`config.mk`:
```
export PLATFORM = sky130hd
export DESIGN_NAME = pwr_mode_ctrl
export DESIGN_NICKNAME = d
export VERILOG_FILES = /design/src/rtl/pwr_mode_pkg.sv /design/src/rtl/pmc_req_reg.sv /design/src/rtl/pmc_xtal_timer.sv /design/src/rtl/pmc_clk_switch.sv /design/src/rtl/pmc_fsm.sv /design/src/rtl/pwr_mode_ctrl.sv
export SDC_FILE = /design/constraint.sdc
export NUM_CORES = 1
export LEC_CHECK = 0
export ABC_AREA = 1
export BUFFER_PORTS_ARGS = -buffer_cell sky130_fd_sc_hd__buf_2
export CORE_MARGIN = 8
export CORE_UTILIZATION = 50
export CTS_CLUSTER_DIAMETER = 150
export CTS_CLUSTER_SIZE = 8
export DETAILED_ROUTE_END_ITERATION = 7
export PLACE_DENSITY_LB_ADDON = 0.05
export SLEW_MARGIN = 20
export SYNTH_ARGS = -nofsm -noshare
export SYNTH_HDL_FRONTEND = slang
export SYNTH_SLANG_ARGS = --single-unit
```
`constraint.sdc`:
```
create_clock -name clk -period 2.05 [get_ports clk]
set_input_delay 0.205 -clock clk [delete_from_list [all_inputs] [get_ports clk]]
set_output_delay 0.205 -clock clk [all_outputs]
set_load 0.02 [all_outputs]
```
`src/rtl/pwr_mode_pkg.sv`:
```
package pwr_mode_pkg;

    typedef enum logic [2:0] {
        PM_SLEEP  = 3'd0,
        PM_DOZE   = 3'd1,
        PM_XTAL   = 3'd2,
        PM_SLOW   = 3'd3,
        PM_PLLW   = 3'd4,
        PM_NORMAL = 3'd5
    } pm_state_t;

    typedef enum logic [1:0] {
        RQ_SLEEP  = 2'd0,
        RQ_DOZE   = 2'd1,
        RQ_SLOW   = 2'd2,
        RQ_NORMAL = 2'd3
    } pm_req_t;

    typedef enum logic [1:0] {
        CK_LF   = 2'd0,
        CK_XTAL = 2'd1,
        CK_PLL  = 2'd2
    } ck_src_t;

    typedef struct packed {
        ck_src_t sys_src;
        logic    sys_on;
        ck_src_t ctl_src;
        logic    ctl_on;
        logic    pll_on;
        logic    xtal_on;
    } pm_ctrl_t;

    localparam int unsigned NUM_DOM = 2;
    localparam int unsigned DOM_SYS = 0;
    localparam int unsigned DOM_CTL = 1;

endpackage

```
`src/rtl/pmc_req_reg.sv`:
```
module pmc_req_reg
    import pwr_mode_pkg::*;
(
    input  logic    clk,
    input  logic    rst_n,
    input  logic    wr,
    input  logic [1:0] wdata,
    input  logic    hw_wake,
    output pm_req_t req_q
);

    // Software write has priority over the hardware sleep-to-doze rewrite.
    always_ff @(posedge clk or negedge rst_n) begin
        if (!rst_n) begin
            req_q <= RQ_DOZE;
        end else if (wr) begin
            req_q <= pm_req_t'(wdata);
        end else if (hw_wake && (req_q == RQ_SLEEP)) begin
            req_q <= RQ_DOZE;
        end
    end

endmodule

```
`src/rtl/pmc_xtal_timer.sv`:
```
module pmc_xtal_timer #(
    parameter int unsigned W = 16
) (
    input  logic         clk,
    input  logic         rst_n,
    input  logic         run,
    input  logic [W-1:0] limit,
    input  logic         ready,
    output logic         done
);

    localparam logic [W-1:0] CNT_MAX = {W{1'b1}};

    logic [W-1:0] cnt_q;

    always_ff @(posedge clk or negedge rst_n) begin
        if (!rst_n) begin
            cnt_q <= '0;
        end else if (!run) begin
            cnt_q <= '0;
        end else if (cnt_q != CNT_MAX) begin
            cnt_q <= cnt_q + 1'b1;
        end
    end

    assign done = ready || (cnt_q >= limit);

endmodule

```
`src/rtl/pmc_clk_switch.sv`:
```
module pmc_clk_switch
    import pwr_mode_pkg::*;
#(
    parameter int unsigned GAP = 2
) (
    input  logic    clk,
    input  logic    rst_n,
    input  ck_src_t tgt_src,
    input  logic    tgt_on,
    output ck_src_t src_q,
    output logic    en_q,
    output logic    settled
);

    localparam int unsigned GAP_EFF = (GAP < 1) ? 1 : GAP;
    localparam int unsigned CW      = $clog2(GAP_EFF + 1);

    logic [CW-1:0] gap_q;

    // Break before make: drop enable, wait out the gap, move the select,
    // then raise the enable one cycle later.
    always_ff @(posedge clk or negedge rst_n) begin
        if (!rst_n) begin
            src_q <= CK_XTAL;
            en_q  <= 1'b1;
            gap_q <= '0;
        end else if (en_q) begin
            if (!tgt_on || (tgt_src != src_q)) begin
                en_q  <= 1'b0;
                gap_q <= CW'(GAP_EFF);
            end
        end else if (gap_q != '0) begin
            gap_q <= gap_q - 1'b1;
        end else if (tgt_on) begin
            if (tgt_src != src_q) begin
                src_q <= tgt_src;
            end else begin
                en_q <= 1'b1;
            end
        end
    end

    assign settled = tgt_on ? (en_q && (src_q == tgt_src)) : !en_q;

endmodule

```
`src/rtl/pmc_fsm.sv`:
```
module pmc_fsm
    import pwr_mode_pkg::*;
(
    input  logic      clk,
    input  logic      rst_n,
    input  pm_req_t   req,
    input  logic      wfi,
    input  logic      irq,
    input  logic      fiq,
    input  logic      doze_lf,
    input  logic      xtal_done,
    input  logic      pll_lock,
    input  logic      sys_settled,
    output pm_state_t state_q,
    output pm_ctrl_t  ctrl,
    output logic      hw_wake,
    output logic      xtal_run,
    output logic      sref_q
);

    pm_state_t state_d;
    ck_src_t   doze_src;
    ck_src_t   sleep_src_q;
    logic      run_req;
    logic      idle_req;

    assign doze_src = doze_lf ? CK_LF : CK_XTAL;
    assign run_req  = (req == RQ_SLOW) || (req == RQ_NORMAL);
    assign idle_req = !run_req;
    assign hw_wake  = (state_q == PM_SLEEP) && (irq || fiq);
    assign xtal_run = (state_q == PM_XTAL);

    // Next-state selection
    always_comb begin
        state_d = state_q;
        unique case (state_q)
            PM_SLEEP: begin
                if (irq || fiq) state_d = PM_DOZE;
            end
            PM_DOZE: begin
                if ((req == RQ_SLEEP) && wfi) state_d = PM_SLEEP;
                else if (run_req)             state_d = PM_XTAL;
            end
            PM_XTAL: begin
                if (idle_req)                  state_d = PM_DOZE;
                else if (xtal_done)            state_d = (req == RQ_NORMAL) ? PM_PLLW : PM_SLOW;
            end
            PM_SLOW: begin
                if (idle_req)                  state_d = PM_DOZE;
                else if (req == RQ_NORMAL)     state_d = PM_PLLW;
            end
            PM_PLLW: begin
                if (idle_req)                  state_d = PM_DOZE;
                else if (req == RQ_SLOW)       state_d = PM_SLOW;
                else if (pll_lock)             state_d = PM_NORMAL;
            end
            PM_NORMAL: begin
                if (idle_req)                  state_d = PM_DOZE;
                else if (req == RQ_SLOW)       state_d = PM_SLOW;
            end
            default: state_d = PM_DOZE;
        endcase
    end

    // State register, with the controller-clock source remembered for sleep
    always_ff @(posedge clk or negedge rst_n) begin
        if (!rst_n) begin
            state_q     <= PM_DOZE;
            sleep_src_q <= CK_XTAL;
        end else begin
            state_q <= state_d;
            if ((state_q == PM_DOZE) && (state_d == PM_SLEEP)) begin
                sleep_src_q <= doze_src;
            end
        end
    end

    // Self-refresh follows the next state so it rises in the leaving cycle
    always_ff @(posedge clk or negedge rst_n) begin
        if (!rst_n) begin
            sref_q <= 1'b1;
        end else begin
            sref_q <= !(((state_d == PM_SLOW) || (state_d == PM_NORMAL))
                        && (state_d == state_q) && sys_settled);
        end
    end

    // Clock targets per state
    always_comb begin
        ctrl = '{sys_src: CK_XTAL, sys_on: 1'b1, ctl_src: CK_XTAL,
                 ctl_on: 1'b1, pll_on: 1'b0, xtal_on: 1'b1};
        unique case (state_q)
            PM_SLEEP: begin
                ctrl.sys_src = sleep_src_q;
                ctrl.sys_on  = 1'b0;
                ctrl.ctl_src = sleep_src_q;
                ctrl.xtal_on = (sleep_src_q == CK_XTAL);
            end
            PM_DOZE: begin
                ctrl.sys_src = doze_src;
                ctrl.ctl_src = doze_src;
                ctrl.xtal_on = (doze_src == CK_XTAL);
            end
            PM_XTAL: begin
                ctrl.sys_src = doze_src;
                ctrl.ctl_src = doze_src;
            end
            PM_SLOW: begin
                ctrl.sys_src = CK_XTAL;
            end
            PM_PLLW: begin
                ctrl.pll_on = 1'b1;
            end
            PM_NORMAL: begin
                ctrl.sys_src = CK_PLL;
                ctrl.pll_on  = 1'b1;
            end
            default: begin
                ctrl.sys_src = CK_XTAL;
            end
        endcase
    end

endmodule

```
`src/rtl/pwr_mode_ctrl.sv`:
```
module pwr_mode_ctrl
    import pwr_mode_pkg::*;
#(
    parameter int unsigned TMO_W  = 16,
    parameter int unsigned SW_GAP = 2
) (
    input  logic             clk,
    input  logic             rst_n,
    input  logic             req_wr,
    input  logic [1:0]       req_wdata,
    input  logic             cpu_wfi,
    input  logic             irq,
    input  logic             fiq,
    input  logic             doze_lf_sel,
    input  logic             xtal_ready,
    input  logic [TMO_W-1:0] xtal_tmo,
    input  logic             pll_lock,
    output logic [1:0]       req_mode,
    output logic [2:0]       cur_mode,
    output logic [1:0]       sys_src,
    output logic             core_clk_en,
    output logic             bus_clk_en,
    output logic [1:0]       ctl_src,
    output logic             ctl_clk_en,
    output logic             pll_en,
    output logic             xtal_en,
    output logic             dram_sref
);

    pm_req_t   req_q;
    pm_state_t state_q;
    pm_ctrl_t  ctrl;
    logic      hw_wake;
    logic      xtal_run;
    logic      xtal_done;
    logic      sref_q;

    ck_src_t   dom_tgt     [NUM_DOM];
    logic      dom_on      [NUM_DOM];
    ck_src_t   dom_src     [NUM_DOM];
    logic      dom_en      [NUM_DOM];
    logic      dom_settled [NUM_DOM];

    pmc_req_reg u_req (
        .clk     (clk),
        .rst_n   (rst_n),
        .wr      (req_wr),
        .wdata   (req_wdata),
        .hw_wake (hw_wake),
        .req_q   (req_q)
    );

    pmc_xtal_timer #(.W(TMO_W)) u_xtmr (
        .clk   (clk),
        .rst_n (rst_n),
        .run   (xtal_run),
        .limit (xtal_tmo),
        .ready (xtal_ready),
        .done  (xtal_done)
    );

    pmc_fsm u_fsm (
        .clk         (clk),
        .rst_n       (rst_n),
        .req         (req_q),
        .wfi         (cpu_wfi),
        .irq         (irq),
        .fiq         (fiq),
        .doze_lf     (doze_lf_sel),
        .xtal_done   (xtal_done),
        .pll_lock    (pll_lock),
        .sys_settled (dom_settled[DOM_SYS]),
        .state_q     (state_q),
        .ctrl        (ctrl),
        .hw_wake     (hw_wake),
        .xtal_run    (xtal_run),
        .sref_q      (sref_q)
    );

    assign dom_tgt[DOM_SYS] = ctrl.sys_src;
    assign dom_on[DOM_SYS]  = ctrl.sys_on;
    assign dom_tgt[DOM_CTL] = ctrl.ctl_src;
    assign dom_on[DOM_CTL]  = ctrl.ctl_on;

    for (genvar d = 0; d < NUM_DOM; d++) begin : g_dom
        pmc_clk_switch #(.GAP(SW_GAP)) u_sw (
            .clk     (clk),
            .rst_n   (rst_n),
            .tgt_src (dom_tgt[d]),
            .tgt_on  (dom_on[d]),
            .src_q   (dom_src[d]),
            .en_q    (dom_en[d]),
            .settled (dom_settled[d])
        );
    end

    assign req_mode    = req_q;
    assign cur_mode    = state_q;
    assign sys_src     = dom_src[DOM_SYS];
    assign core_clk_en = dom_en[DOM_SYS];
    assign bus_clk_en  = dom_en[DOM_SYS];
    assign ctl_src     = dom_src[DOM_CTL];
    assign ctl_clk_en  = dom_en[DOM_CTL];
    assign pll_en      = ctrl.pll_on;
    assign xtal_en     = ctrl.xtal_on;
    assign dram_sref   = sref_q;

endmodule

```
# == After elaboration in Yosys (flattened, before gate mapping) ==
# Index checks and enable logic that the tools add are counted.
# classes
n_addsub,3
n_lt_le_gt_ge,1
n_eq_ne,19
muxes,38
bitwise,5
reduce_logical,28
# ops
op,n
$mux W3,13
$mux W16,2
$pmux W3 S6,1
$add A16 B1 Y16 const B,1
$ge A16 B16 Y1,1
$mux W2,8
$ne A16 B16 Y1 const B,1
$mux W1,11
$reduce_bool A2 Y1,5
$eq A3 B2 Y1 const B,3
$eq A3 B3 Y1 const B,3
$logic_and A1 B1 Y1,7
$logic_not A3 Y1,2
$ne A2 B2 Y1 const B,3
$pmux W2 S3,1
$logic_or A1 B1 Y1,5
$not A1 Y1,5
$eq A2 B1 Y1 const B,2
$eq A2 B2 Y1 const B,2
$ne A2 B2 Y1,2
$pmux W2 S2,1
$reduce_and A2 Y1,2
$reduce_and A4 Y1,1
$reduce_or A2 Y1,2
other kinds (8),10
# word_totals
ff_bits,34
in_bits,27
out_inout_bits,15

# == Depth between registers and ports, before layout ==
# Gate-level depths: netlist (run 1).
# logic_depth
depth_word,10
ltp_mapped,18

# == By module ==
# A second synthesis (run 1) with hierarchy kept.
# hier_totals
cells_unflattened,384
hier_area_um2,2668.8
# modules_own_cells
module,n_inst,cells_each,area_each_um2,seq_area_each_um2
pmc_xtal_timer,1,207,1420.1,400.4
pmc_clk_switch,2,43,302.8,127.6
pmc_fsm,1,80,545.5,128.9
pmc_req_reg,1,10,90.1,51.3
pwr_mode_ctrl,1,1,7.5,0.0

# == Worst setup path after synthesis (run 1) ==
# Ideal clock, no wire load.
# synth_timing
path_kind,register to register
start,reg u_xtmr.cnt_q[13]
end,reg u_fsm.sleep_src_q[0]
setup_time_ps,79
arrival_time_ps,1653
setup_slack_ps,318
stages_incl_launch_ff,14
n_path_buf,0
cell_sequence,dfrtp_1 > ha_1 > nand2_1 > inv_1 > o21ai_0 > nand3_1 > nor2_1 > nand2_1 > nand2_1 > nand3_1 > nand2_1 > nand2_1 > o21bai_1 > nand2_1
# synth_between
elab_chain_len,7
# synth_lines
element,line_no,rtl
from (decl),pmc_xtal_timer.sv:14,logic [W-1:0] cnt_q;
from (signal assigned),pmc_xtal_timer.sv:22,cnt_q <= cnt_q + 1'b1;
$ge A16 B16 Y1,pmc_xtal_timer.sv:26,assign done = ready || (cnt_q >= limit);
$logic_or A1 B1 Y1,pmc_xtal_timer.sv:26,
$mux W3,pmc_fsm.sv:46,else if (xtal_done) state_d = (req == RQ_NORMAL) ? PM_PLLW : PM_SLOW;
$mux W3,pmc_fsm.sv:45,if (idle_req) state_d = PM_DOZE;
$pmux W3 S6,pmc_fsm.sv:36,unique case (state_q)
named net u_fsm.state_d[0],pmc_fsm.sv:21,pm_state_t state_d;
$logic_not A3 Y1,pmc_fsm.sv:72,if ((state_q == PM_DOZE) && (state_d == PM_SLEEP)) begin
$logic_and A1 B1 Y1,pmc_fsm.sv:72,
to (signal assigned),pmc_fsm.sv:73,sleep_src_q <= doze_src;
to (decl),pmc_fsm.sv:23,ck_src_t sleep_src_q;
# The timed path passes the listed nets, and every way through them passes these cells.
# A chain may end at the register's enable or synchronous reset.

# == Worst setup path in the final report (run 1) ==
# layout_timing
start,reg u_xtmr.cnt_q[5]
end,reg u_fsm.sleep_src_q[0]
# Same word-level chain as after synthesis.

==> tab_implementation.tex, run 1 <==
\begin{tabular}{lr}
\hline
Metric & Value \\
\hline
\multicolumn{2}{l}{\textbf{STA}} \\
\quad Final-report setup violation count & 0 \\
\quad Post-route minimum period & 1820 ps \\
\quad Achievable clock frequency & 0.550 GHz \\
\quad Post-route worst hold slack & -18.8 ps \\
\quad Final setup skew & 8.99 ps \\
\quad Worst rel slew slack & 50.3\% \\
\quad Worst Tran Pin Value & 746 ps \\
\quad Slew Viols, Final & 0 \\
\quad Post-layout worst setup margin & 231 ps \\
\quad Final hold violations & 11 \\
\quad Fin crit share & 88.7\% \\
\multicolumn{2}{l}{\textbf{Power}} \\
\quad Clock share of power & 18.4\% \\
\quad Sequential share of power & 35.1\% \\
\quad Share of total power consumed by net switching & 43.3\% \\
\quad Pwr dens & 947 nW/um\^{}2 \\
\quad Cell Int Power & 1.53 mW \\
\quad Total net switching power & 1.17 mW \\
\quad Worst vdd ir & 0.000487 V \\
\quad Standby leakage power & 1.48 nW \\
\quad Power share of the combinational group & 46.5\% \\
\multicolumn{2}{l}{\textbf{Critical path}} \\
\quad Crit-path max FO & 4 \\
\quad Data arrival time of the worst path & 2040 ps \\
\quad Crit start category & flip-flop \\
\quad Category of the worst setup path capture point & flip-flop \\
\quad Critical path class & flip-flop to flip-flop \\
\quad Required time reported for the critical path endpoint & 2270 ps \\
\multicolumn{2}{l}{\textbf{Floorplanning}} \\
\quad Horizontal die dimension & 85.3 um \\
\quad Die footprint & 7280 um\^{}2 \\
\quad IO Count & 42 \\
\quad Die height & 85.3 um \\
\quad Initial cell density of the core & 51.2\% \\
\quad Placement row count & 25 \\
\quad Total core area & 4690 um\^{}2 \\
\multicolumn{2}{l}{\textbf{Clocking}} \\
\quad Clock input transition at the sequential cells of the worst setup and hold paths & 70 ps \\
\quad Maximum count of clock buffers along a single path & 2 \\
\quad CTS tree & done \\
\quad H-tree level count & 2 \\
\quad Cts bufs inserted & 5 \\
\quad Root Driver & sky130\_fd\_sc\_hd\_\_clkbuf\_8 \\
\quad Clock insertion delay at the later pin of the skew report & 280 ps \\
\quad Sinks on the clock net & 32 \\
\quad Hold-fix buffers, CTS & 0 \\
\multicolumn{2}{l}{\textbf{Global routing}} \\
\quad Maximum number of pins on one net before global-route repair & 33 \\
\quad GRT Overall Usage & 15.4\% \\
\quad Initial antenna violation count & 0 \\
\quad Total grt overflow & 0 \\
\quad Via count of the first global-routing pass & 2091 \\
\quad Global-route wire length before repair & 9180 um \\
\multicolumn{2}{l}{\textbf{Run status}} \\
\quad Run status & finished with violations \\
\quad Violated checks & negative hold slack \\
\multicolumn{2}{l}{\textbf{Synthesis}} \\
\quad FFs w/ async S/R, synth & 100\% \\
\quad Yosys warnings & 0 \\
\quad Net count of the mapped netlist & 369 \\
\quad Gate Count Post-Synth & 323 \\
\quad Number of different library cells in the post-synthesis netlist & 44 \\
\quad Synth Cell Area & 2400 um\^{}2 \\
\quad Average size of a mapped cell & 7.44 um\^{}2 \\
\quad Most used DFF post-synth & sky130\_fd\_sc\_hd\_\_dfrtp\_1 \\
\quad Share of the yosys chip area belonging to registers & 33.7\% \\
\quad Synth Register Bits & 32 \\
\quad Count of flip-flops with a built-in enable after synthesis & 0 \\
\multicolumn{2}{l}{\textbf{Min path}} \\
\quad Hold Path Class & primary input to asynchronous set/reset pin \\
\multicolumn{2}{l}{\textbf{Placed design}} \\
\quad Worst slack at placement & 103 ps \\
\quad Cell area after placement & 2660 um\^{}2 \\
\quad Final weighted congestion in routability-driven placement & 0.818 \\
\quad Estimated wirelength of the detail-placed design & 4030 um \\
\quad Port Buf Inserts & 40 \\
\multicolumn{2}{l}{\textbf{Flow run}} \\
\quad Number of maximum-capacitance constraint violations & 0 \\
\multicolumn{2}{l}{\textbf{Cells and area}} \\
\quad Post-route standard cell area excluding fillers & 2840 um\^{}2 \\
\quad Area Overhead vs Synth & 18.3\% \\
\quad Ratio of cells with drive above 1 in the final layout & 27.1\% \\
\quad Count of nets after finishing & 422 \\
\quad Ant diodes & 0 \\
\multicolumn{2}{l}{\textbf{Drt}} \\
\quad Number of remaining DRC errors & 0 \\
\quad First drt pass iteration count & 4 \\
\quad Detailed-route wire length & 5270 um \\
\quad Average wire per standard cell & 12.2 um \\
\quad Detailed router's first-iteration violation count & 68 \\
\quad Vias per std cell & 5.01 \\
\quad Routed Antenna Nets & 0 \\
\quad Routed vias & 2159 \\
\hline
\end{tabular}
[through the flow]
| stage | hold slack, ps | power, mW | utilization, % | TNS (ps) | instances |
|---|---|---|---|---|---|
| 2_1_floorplan | -90.6 | 1.93 | - | 0 | 323 |
| 3_3_place_gp | 321 | 2.20 | 56.7 | 0 | 416 |
| 3_5_place_dp | 316 | 2.22 | 56.7 | 0 | 416 |
| 4_1_cts | 12.2 | 2.73 | 58.6 | 0 | 424 |
| 5_1_grt | 52.3 | 2.95 | 60.6 | -12.0 | 431 |
| 6_report | -18.8 | 2.69 | 60.6 | 0 | 431 |
[kinds of logic after synthesis]
group | count (synthesis) | share of synthesized area (%)
buffers and inverters | 69 | 12.0
AND/OR/NAND/NOR | 150 | 30.5
AO/OA/AOI/OAI | 48 | 12.0
adder cells (fa/ha/maj) | 19 | 9.89
XOR/XNOR | 4 | 1.77
other | 1 | 0.156
flip-flops | 32 | 33.7
[synth_stat cells (2+ instances only)]
master	count	area (um^2)
sky130_fd_sc_hd__nand2_1	58	218
sky130_fd_sc_hd__inv_1	57	214
sky130_fd_sc_hd__nor2_1	36	135
sky130_fd_sc_hd__dfrtp_1	24	601
sky130_fd_sc_hd__o21ai_0	20	100
sky130_fd_sc_hd__ha_1	19	238
sky130_fd_sc_hd__nand3_1	18	90.1
sky130_fd_sc_hd__a21oi_1	13	65.1
sky130_fd_sc_hd__dfstp_2	8	210
sky130_fd_sc_hd__nand4_1	7	43.8
sky130_fd_sc_hd__nand2_2	6	37.5
sky130_fd_sc_hd__nor4_1	6	37.5
sky130_fd_sc_hd__inv_2	5	18.8
sky130_fd_sc_hd__nor3_1	5	25.0
sky130_fd_sc_hd__a31oi_1	3	18.8
sky130_fd_sc_hd__o21ai_1	3	15.0
sky130_fd_sc_hd__buf_4	2	15.0
sky130_fd_sc_hd__buf_6	2	22.5
sky130_fd_sc_hd__inv_4	2	12.5
sky130_fd_sc_hd__nor2_2	2	12.5
sky130_fd_sc_hd__nor3_4	2	32.5
sky130_fd_sc_hd__o211ai_1	2	15.0
sky130_fd_sc_hd__xor2_1	2	17.5
[cell type report]
| cell class | count | area, um^2 |
|---|---|---|
| Fill cell | 459 | 1850 |
| Multi-Input combinational cell | 222 | 1340 |
| Sequential cell | 32 | 813 |
| Timing Repair Buffer | 51 | 283 |
| Inverter | 64 | 245 |
| Clock buffer | 8 | 90.1 |
| Tap cell | 54 | 67.6 |
[state kept, by name (all words and copies together), names as in the netlist]
name / count
u_xtmr.cnt_q: 16
u_fsm.sref_q: 1
u_req.req_q: 2
g_dom.u_sw.gap_q: 4
u_fsm.state_q: 3
u_fsm.sleep_src_q: 1
g_dom.u_sw.src_q: 3
g_dom.u_sw.en_q: 2
[placed cells by master (no fill, tap or decap), drive strengths merged, types with 15 or more instances in the layout]
| cell type | instances |
|---|---|
| buf | 51 |
| inv | 64 |
| a21oi | 15 |
| o21ai | 24 |
| ha | 19 |
| nor2 | 39 |
| nand3 | 20 |
| dfrtp | 24 |
| nand2 | 65 |
[worst paths after layout]
path	slack [ps]	to	cells after the start	from
min	-20	u_xtmr.cnt_q[10]	1	rst_n
max in group asynchronous	1550	u_xtmr.cnt_q[11]	1	rst_n
min reg2reg	480	g_dom[0].u_sw.gap_q[0]	1	g_dom[0].u_sw.gap_q[0]
max	230	u_fsm.sleep_src_q[0]	16	u_xtmr.cnt_q[5]
max reg2reg	230	u_fsm.sleep_src_q[0]	16	u_xtmr.cnt_q[5]
min in group clk	120	u_req.req_q[0]	2	req_wr
[worst max-delay path, stage by stage, from the launching register on]
cell and delay, ps:
sky130_fd_sc_hd__dfrtp_1 390, sky130_fd_sc_hd__ha_1 300, sky130_fd_sc_hd__nand2_1 80, sky130_fd_sc_hd__inv_1 30, sky130_fd_sc_hd__nand2_1 70, sky130_fd_sc_hd__nor2_1 50
sky130_fd_sc_hd__nor2_1 80, sky130_fd_sc_hd__nand2_1 60, sky130_fd_sc_hd__nand2_1 110, sky130_fd_sc_hd__nand2_2 70, sky130_fd_sc_hd__nand2_1 80, sky130_fd_sc_hd__nand3_1 70
sky130_fd_sc_hd__nand2_1 60, sky130_fd_sc_hd__nand2_1 90, sky130_fd_sc_hd__nor2_1 120, sky130_fd_sc_hd__nand2_1 50, sky130_fd_sc_hd__nand2_1 60
[power by group through the flow]
stage	logic, mW	registers, mW	clock network [mW]
CTS	1.26	0.946	0.518
global route	1.44	0.969	0.539
floorplan	0.940	0.987	0
finish	1.25	0.945	0.497
detailed placement	1.26	0.955	0
global placement	1.25	0.958	0
[routing by layer]
metal	track usage [%]	part of all wire, %	wire length [um]
met2	24.1	43	2250
met3	4.54	5.8	307
met1	20.0	50	2650
met5	0	0	0
met4	4.78	1.3	68
[repair_timing]
item                                    CTS  global route
endpoints found under the setup margin    0             2
gates resized for setup                   0            10
setup buffers                             0             7
Note: power is estimated with default switching activity, not from simulation.
==> inputs of run 2 (changes only) <==
- CORE_ASPECT_RATIO: unset -> 2
==> run 2 against run 1 <==
The run still ends with negative hold slack left. Combinational power rose by 6%. Power is 2.3% higher. Die area is 1.8% higher. Largest power group unchanged. Final area rose by 0.44%. Global-route usage up 2.2 points. Non-clock buffer count unchanged. Cell count grew 0.23%. Via count up 4.5%. Hold slack improved by 0.72 ps. Utilization rose by 1.5 points. Clock-buffer cell count fell by 1. Clock power decreased by 3%.
==> tab_implementation.tex, run 2 (same netlist as run 1, synthesis figures left out) <==
\begin{tabular}{lr}
\hline
Metric & Value \\
\hline
\multicolumn{2}{l}{\textbf{STA}} \\
\quad Final-report setup violation count & 0 (unchanged) \\
\quad Final setup skew & 15.4 ps (was 8.99 ps) \\
\quad Fin crit share & 92.7\% (was 88.7\%) \\
\quad Slew Viols, Final & 0 (unchanged) \\
\quad Achievable clock frequency & 0.526 GHz (was 0.550 GHz) \\
\quad Final hold violations & 23 (was 11) \\
\quad Post-route worst hold slack & -18.1 ps (was -18.8 ps) \\
\quad Post-route minimum period & 1900 ps (was 1820 ps) \\
\quad Post-layout worst setup margin & 150 ps (was 231 ps) \\
\quad Worst Tran Pin Value & 755 ps (was 746 ps) \\
\quad Worst rel slew slack & 49.7\% (was 50.3\%) \\
\multicolumn{2}{l}{\textbf{Cells and area}} \\
\quad Top reg by flops & u\_xtmr.cnt\_q (unchanged) \\
\quad Ant diodes & 0 (unchanged) \\
\quad Biggest registers after layout & u\_xtmr.cnt\_q: 16 flops, g\_dom.u\_sw.gap\_q: 4 flops (unchanged) \\
\quad Final standard cell count with taps included and fillers excluded & 432 (was 431) \\
\quad Area Overhead vs Synth & 18.8\% (was 18.3\%) \\
\quad Ratio of cells with drive above 1 in the final layout & 27.9\% (was 27.1\%) \\
\quad Most common library cell in the layout ignoring fill and taps & sky130\_fd\_sc\_hd\_\_inv\_1 (was sky130\_fd\_sc\_hd\_\_nand2\_1) \\
\quad Count of nets after finishing & 422 (unchanged) \\
\quad Number of flip-flops under the largest register name & 16 (unchanged) \\
\quad Most frequent cells in the layout & 57 x sky130\_fd\_sc\_hd\_\_inv\_1, 54 x sky130\_fd\_sc\_hd\_\_nand2\_1, 40 x sky130\_fd\_sc\_hd\_\_buf\_2 (was 57 x sky130\_fd\_sc\_hd\_\_nand2\_1, 56 x sky130\_fd\_sc\_hd\_\_inv\_1, 40 x sky130\_fd\_sc\_hd\_\_buf\_2) \\
\multicolumn{2}{l}{\textbf{Clocking}} \\
\quad Clock insertion delay at the later pin of the skew report & 290 ps (was 280 ps) \\
\quad Maximum count of clock buffers along a single path & 2 (unchanged) \\
\quad Hold-fix buffers, CTS & 0 (unchanged) \\
\quad Cts bufs inserted & 5 (unchanged) \\
\quad Clock input transition at the sequential cells of the worst setup and hold paths & 80 ps (was 70 ps) \\
\quad Sinks on the clock net & 32 (unchanged) \\
\quad Root Driver & sky130\_fd\_sc\_hd\_\_clkbuf\_8 (unchanged) \\
\quad CTS tree & done (unchanged) \\
\quad H-tree level count & 2 (unchanged) \\
\multicolumn{2}{l}{\textbf{Critical path}} \\
\quad Crit-path max FO & 5 (was 4) \\
\quad Category of the worst setup path capture point & flip-flop (unchanged) \\
\quad Reg-to-reg endpoint & u\_fsm.sleep\_src\_q[0] (unchanged) \\
\quad Crit start category & flip-flop (unchanged) \\
\quad Critical path class & flip-flop to flip-flop (unchanged) \\
\quad Number of cells on the worst reg-to-reg path & 14 (was 16) \\
\quad Required time reported for the critical path endpoint & 2290 ps (was 2270 ps) \\
\quad Launch point of the worst reg-to-reg path & u\_xtmr.cnt\_q[3] (was u\_xtmr.cnt\_q[5]) \\
\quad Reg-to-reg setup timing slack & 150 ps (was 230 ps) \\
\quad Data arrival time of the worst path & 2140 ps (was 2040 ps) \\
\multicolumn{2}{l}{\textbf{Placed design}} \\
\quad Port Buf Inserts & 40 (unchanged) \\
\quad Total instance count after detailed placement & 420 (was 416) \\
\quad Worst slack at placement & 65.3 ps (was 103 ps) \\
\quad Estimated wirelength of the detail-placed design & 4800 um (was 4030 um) \\
\quad Final weighted congestion in routability-driven placement & 0.890 (was 0.818) \\
\multicolumn{2}{l}{\textbf{Drt}} \\
\quad First drt pass iteration count & 4 (unchanged) \\
\quad Number of remaining DRC errors & 0 (unchanged) \\
\quad Routed Antenna Nets & 0 (unchanged) \\
\quad Detailed-route wire length & 6110 um (was 5270 um) \\
\quad Vias per std cell & 5.22 (was 5.01) \\
\quad Routed vias & 2257 (was 2159) \\
\quad Average wire per standard cell & 14.1 um (was 12.2 um) \\
\quad Detailed router's first-iteration violation count & 40 (was 68) \\
\multicolumn{2}{l}{\textbf{Global routing}} \\
\quad Initial antenna violation count & 0 (unchanged) \\
\quad Total grt overflow & 0 (unchanged) \\
\quad Via count of the first global-routing pass & 2482 (was 2091) \\
\quad Global-route wire length before repair & 10500 um (was 9180 um) \\
\quad Maximum number of pins on one net before global-route repair & 33 (unchanged) \\
\quad GRT Overall Usage & 17.7\% (was 15.4\%) \\
\multicolumn{2}{l}{\textbf{Power}} \\
\quad Worst vdd ir & 0.000669 V (was 0.000487 V) \\
\quad Power share of the combinational group & 48.1\% (was 46.5\%) \\
\quad Clock share of power & 17.4\% (was 18.4\%) \\
\quad Standby leakage power & 1.48 nW (about the same) \\
\quad Pwr dens & 965 nW/um\^{}2 (was 947 nW/um\^{}2) \\
\quad Sequential share of power & 34.5\% (was 35.1\%) \\
\quad Cell Int Power & 1.50 mW (was 1.53 mW) \\
\quad Share of total power consumed by net switching & 45.4\% (was 43.3\%) \\
\quad Total net switching power & 1.25 mW (was 1.17 mW) \\
\quad Total power after layout & 2.76 mW (was 2.69 mW) \\
\multicolumn{2}{l}{\textbf{Floorplanning}} \\
\quad Die height & 114 um (was 85.3 um) \\
\quad Initial cell density of the core & 52.3\% (was 51.2\%) \\
\quad Placement row count & 35 (was 25) \\
\quad IO Count & 42 (unchanged) \\
\quad Die footprint & 7420 um\^{}2 (was 7280 um\^{}2) \\
\quad Horizontal die dimension & 65.0 um (was 85.3 um) \\
\quad Total core area & 4600 um\^{}2 (was 4690 um\^{}2) \\
\multicolumn{2}{l}{\textbf{Flow run}} \\
\quad Number of maximum-capacitance constraint violations & 0 (unchanged) \\
\multicolumn{2}{l}{\textbf{Min path}} \\
\quad Hold Path Class & primary input to asynchronous set/reset pin (unchanged) \\
\multicolumn{2}{l}{\textbf{Run status}} \\
\quad Run status & finished with violations (unchanged) \\
\quad Violated checks & negative hold slack (unchanged) \\
\hline
\end{tabular}
run 2: cell types whose count changed in the layout (fill, tap and decap cells not counted), moves of 2 or more:
cell,before,now
sky130_fd_sc_hd__nor2_2,2,4
sky130_fd_sc_hd__nand2_1,57,54
sky130_fd_sc_hd__nor2_1,35,33
sky130_fd_sc_hd__nand2_2,7,10
run 2: worst max-delay path by stage:
stage | cells after the start | endpoint | from | slack, ps
after floorplan | 13 | u_fsm.sleep_src_q[0] | u_xtmr.cnt_q[13] | 320
after global placement | 13 | u_fsm.sleep_src_q[0] | u_xtmr.cnt_q[13] | 150
after detailed placement | 13 | u_fsm.sleep_src_q[0] | u_xtmr.cnt_q[13] | 70
after CTS | 14 | u_fsm.sleep_src_q[0] | u_xtmr.cnt_q[13] | 80
after global routing | 15 | u_fsm.sleep_src_q[0] | u_xtmr.cnt_q[7] | -8
final | 14 | u_fsm.sleep_src_q[0] | u_xtmr.cnt_q[3] | 150
run 2: power groups by stage:
stage / Clock, mW / Sequential (mW) / Combinational [mW]
after floorplan: 0 / 0.987 / 0.940
after global placement: 0 / 0.961 / 1.28
after detailed placement: 0 / 0.961 / 1.31
after CTS: 0.496 / 0.952 / 1.32
after global routing: 0.519 / 0.974 / 1.50
final: 0.480 / 0.951 / 1.33
run 2: per-stage QoR:
step | TNS (ps) | hold slack, ps | area [um^2] | util (%)
after CTS | 0 | 6.55 | 2760 | 60.1
final | 0 | -18.1 | 2860 | 62.1
after global routing | -8.07 | 41.4 | 2860 | 62.1
after floorplan | 0 | -90.6 | 2400 | -
after global placement | 0 | 315 | 2680 | 58.3
after detailed placement | 0 | 322 | 2680 | 58.3
run 2: metal layers:
metal | track usage [%] | up-vias | share of wire, %
met1 | 16.1 | 1048 | 36
met2 | 35.2 | 43 | 59
li1 | - | 1152 | -
met5 | 0 | - | 0
met4 | 7.92 | 0 | 2.8
met3 | 3.14 | 14 | 2.5
run 2: repair_timing:
item / CTS / global route
endpoints found under the setup margin: 0 / 4
gates resized for setup: 0 / 13
buffers inserted: 0 / 4
run 2: worst max-delay path, stage by stage, from the launching register on:
cell,delay [ps]
sky130_fd_sc_hd__dfrtp_2,450
sky130_fd_sc_hd__ha_1,330
sky130_fd_sc_hd__a21oi_1,160
sky130_fd_sc_hd__nand2_1,90
sky130_fd_sc_hd__nand2_1,60
sky130_fd_sc_hd__nand2_1,60
sky130_fd_sc_hd__nand2_2,80
sky130_fd_sc_hd__nand2_2,60
sky130_fd_sc_hd__nand2_1,80
sky130_fd_sc_hd__nand3_1,70
sky130_fd_sc_hd__nand2_1,90
sky130_fd_sc_hd__nand2_2,90
sky130_fd_sc_hd__nor2_2,110
sky130_fd_sc_hd__nand2_1,50
sky130_fd_sc_hd__nand2_1,60
run 2: layout make-up:
| type | count | area [um^2] |
|---|---|---|
| fillers | 465 | 1740 |
| multi-input cells | 222 | 1370 |
| flip-flops and latches | 32 | 812 |
| repair buffers | 51 | 283 |
| inverters | 64 | 245 |
| clock buffers | 7 | 76.3 |
| well taps | 55 | 68.8 |
| clock inverters | 1 | 5.00 |
==> inputs of run 3 (changes only) <==
--- a/constraint.sdc
+++ b/constraint.sdc
@@ -3,2 +3,2 @@
 set_output_delay 0.205 -clock clk [all_outputs]
-set_load 0.02 [all_outputs]
+set_load 0.05 [all_outputs]
==> run 3 against run 2 <==
The flow still finishes with violations (negative hold slack). Largest power group unchanged. Wire length decreased by 1.4%. Critical path type unchanged. Flip-flop and latch count unchanged. Non-clock buffer count stayed put.
==> tab_implementation.tex, run 3 (same netlist as run 1, synthesis figures left out) <==
\begin{tabular}{lr}
\hline
Metric & Value \\
\hline
\multicolumn{2}{l}{\textbf{Flow run}} \\
\quad Number of maximum-capacitance constraint violations & 0 (unchanged) \\
\multicolumn{2}{l}{\textbf{Critical path}} \\
\quad Data arrival time of the worst path & 2080 ps (was 2140 ps) \\
\quad Number of cells on the worst reg-to-reg path & 11 (was 14) \\
\quad Category of the worst setup path capture point & flip-flop (unchanged) \\
\quad Critical path class & flip-flop to flip-flop (unchanged) \\
\quad Crit start category & flip-flop (unchanged) \\
\quad Required time reported for the critical path endpoint & 2270 ps (was 2290 ps) \\
\quad Crit-path max FO & 7 (was 5) \\
\multicolumn{2}{l}{\textbf{STA}} \\
\quad Slew Viols, Final & 0 (unchanged) \\
\quad Fin crit share & 90.8\% (was 92.7\%) \\
\quad Final setup skew & 8.47 ps (was 15.4 ps) \\
\quad Worst Tran Pin Value & 725 ps (was 755 ps) \\
\quad Final hold violations & 23 (unchanged) \\
\quad Setup\_tns & 0 ps (unchanged) \\
\quad Worst rel slew slack & 51.7\% (was 49.7\%) \\
\quad Post-route worst hold slack & -22.4 ps (was -18.1 ps) \\
\quad Post-route minimum period & 1860 ps (was 1900 ps) \\
\quad Final-report setup violation count & 0 (unchanged) \\
\quad Achievable clock frequency & 0.537 GHz (was 0.526 GHz) \\
\multicolumn{2}{l}{\textbf{Cells and area}} \\
\quad Ratio of cells with drive above 1 in the final layout & 29.7\% (was 27.9\%) \\
\quad Most common library cell in the layout ignoring fill and taps & sky130\_fd\_sc\_hd\_\_inv\_1 (unchanged) \\
\quad Ant diodes & 0 (unchanged) \\
\quad Area Overhead vs Synth & 19.7\% (was 18.8\%) \\
\quad Biggest registers after layout & u\_xtmr.cnt\_q: 16 flops, g\_dom.u\_sw.gap\_q: 4 flops (unchanged) \\
\quad Number of flip-flops under the largest register name & 16 (unchanged) \\
\quad Fillers & 461 (was 465) \\
\quad Count of nets after finishing & 422 (unchanged) \\
\quad Top reg by flops & u\_xtmr.cnt\_q (unchanged) \\
\quad Most frequent cells in the layout & 56 x sky130\_fd\_sc\_hd\_\_inv\_1, 54 x sky130\_fd\_sc\_hd\_\_nand2\_1, 40 x sky130\_fd\_sc\_hd\_\_buf\_2 (was 57 x sky130\_fd\_sc\_hd\_\_inv\_1, 54 x sky130\_fd\_sc\_hd\_\_nand2\_1, 40 x sky130\_fd\_sc\_hd\_\_buf\_2) \\
\multicolumn{2}{l}{\textbf{Global routing}} \\
\quad Total grt overflow & 0 (unchanged) \\
\quad Global-route wire length before repair & 10300 um (was 10500 um) \\
\quad Maximum number of pins on one net before global-route repair & 33 (unchanged) \\
\quad Via count of the first global-routing pass & 2387 (was 2482) \\
\quad GRT Overall Usage & 17.2\% (was 17.7\%) \\
\quad Initial antenna violation count & 0 (unchanged) \\
\multicolumn{2}{l}{\textbf{Clocking}} \\
\quad Maximum count of clock buffers along a single path & 2 (unchanged) \\
\quad CTS tree & done (unchanged) \\
\quad Root Driver & sky130\_fd\_sc\_hd\_\_clkbuf\_8 (unchanged) \\
\quad Cts bufs inserted & 5 (unchanged) \\
\quad H-tree level count & 2 (unchanged) \\
\quad Clock input transition at the sequential cells of the worst setup and hold paths & 70 ps (was 80 ps) \\
\quad Sinks on the clock net & 32 (unchanged) \\
\quad Clock insertion delay at the later pin of the skew report & 280 ps (was 290 ps) \\
\multicolumn{2}{l}{\textbf{Run status}} \\
\quad Violated checks & negative hold slack (unchanged) \\
\quad Run status & finished with violations (unchanged) \\
\multicolumn{2}{l}{\textbf{Floorplanning}} \\
\quad Horizontal die dimension & 65.0 um (unchanged) \\
\quad Initial cell density of the core & 52.3\% (unchanged) \\
\quad Die height & 114 um (unchanged) \\
\quad Placement row count & 35 (unchanged) \\
\quad IO Count & 42 (unchanged) \\
\quad Die footprint & 7420 um\^{}2 (unchanged) \\
\quad Total core area & 4600 um\^{}2 (unchanged) \\
\multicolumn{2}{l}{\textbf{Drt}} \\
\quad Detailed router's first-iteration violation count & 94 (was 40) \\
\quad Number of remaining DRC errors & 0 (unchanged) \\
\quad Detailed-route wire length & 6030 um (was 6110 um) \\
\quad First drt pass iteration count & 4 (unchanged) \\
\quad Routed vias & 2271 (was 2257) \\
\quad Routed Antenna Nets & 0 (unchanged) \\
\quad Vias per std cell & 5.26 (was 5.22) \\
\quad Average wire per standard cell & 14.0 um (was 14.1 um) \\
\multicolumn{2}{l}{\textbf{Power}} \\
\quad Pwr dens & 1050 nW/um\^{}2 (was 965 nW/um\^{}2) \\
\quad Standby leakage power & 1.49 nW (was 1.48 nW) \\
\quad Worst vdd ir & 0.000743 V (was 0.000669 V) \\
\multicolumn{2}{l}{\textbf{Placed design}} \\
\quad Port Buf Inserts & 40 (unchanged) \\
\quad Estimated wirelength of the detail-placed design & 4780 um (was 4800 um) \\
\quad Final weighted congestion in routability-driven placement & 0.890 (about the same) \\
\multicolumn{2}{l}{\textbf{Min path}} \\
\quad Hold Path Class & primary input to asynchronous set/reset pin (unchanged) \\
\hline
\end{tabular}
## run 3: cell count changes in the layout (fill, tap and decap cells not counted), sizes merged
cell and change:
clkinv +1, clkbuf -1
## run 3: repair_timing
| action | in CTS | in global routing |
|---|---|---|
| setup buffers | 0 | 4 |
| endpoints found under the setup margin | 0 | 4 |
| hold buffers | 0 | 0 |
| gates resized for setup | 0 | 19 |
## run 3: path summary, 6_finish.rpt
kind,from,end,slack (ps)
worst max-delay path,u_fsm.state_q[1],u_fsm.sleep_src_q[0],190
worst min-delay path,rst_n,u_xtmr.cnt_q[1],-20
worst max register to register,u_fsm.state_q[1],u_fsm.sleep_src_q[0],190
worst min register to register,g_dom[1].u_sw.gap_q[0],g_dom[1].u_sw.gap_q[0],490
max in group asynchronous,rst_n,u_xtmr.cnt_q[3],1560
min in group clk,req_wr,u_req.req_q[1],140
## run 3: metrics by stage
stage                     std cells  utilization, %  setup WS, ps  instance area [um^2]  power (mW)
final                           432            62.6           189                  2880        3.02
after global routing            432            62.6         -42.2                  2880        3.26
after CTS                       428            60.4          51.4                  2780        2.99
after detailed placement        420            58.4          50.8                  2690        2.47
after global placement          420            58.4           149                  2690        2.45
after floorplan                 323               -           141                  2410        2.13
## run 3: worst max-delay path: stages (launching register included)
cell	delay [ps]
sky130_fd_sc_hd__dfrtp_1	510
sky130_fd_sc_hd__inv_2	130
sky130_fd_sc_hd__nand2_4	100
sky130_fd_sc_hd__nor2_2	70
sky130_fd_sc_hd__o21ai_1	100
sky130_fd_sc_hd__inv_1	80
sky130_fd_sc_hd__a21oi_1	110
sky130_fd_sc_hd__o2111ai_1	130
sky130_fd_sc_hd__nor2_1	240
sky130_fd_sc_hd__nand2_4	110
sky130_fd_sc_hd__o21bai_1	150
sky130_fd_sc_hd__nand2_1	60
## run 3: report_power, final
| group | internal (mW) | switching, mW |
|---|---|---|
| logic | 0.477 | 1.09 |
| registers | 0.804 | 0.146 |
| clock network | 0.268 | 0.237 |
| total | 1.55 | 1.47 |
## run 3: final cells by class
class	count	area (um^2)	area share [%]
Multi-Input combinational cell	222	1380	47.8
Sequential cell	32	812	28.2
Timing Repair Buffer	51	283	9.83
Inverter	64	245	8.53
Clock buffer	6	82.6	2.87
Tap cell	55	68.8	2.39
Clock inverter	2	10.0	0.348
## run 3: per-layer routing
metal | wire [um] | track usage [%] | vias up
met5 | 0 | 0 | -
met4 | 195 | 9.09 | 0
met3 | 235 | 3.73 | 14
met2 | 3460 | 32.8 | 50
met1 | 2140 | 16.0 | 1055
li1 | - | - | 1152
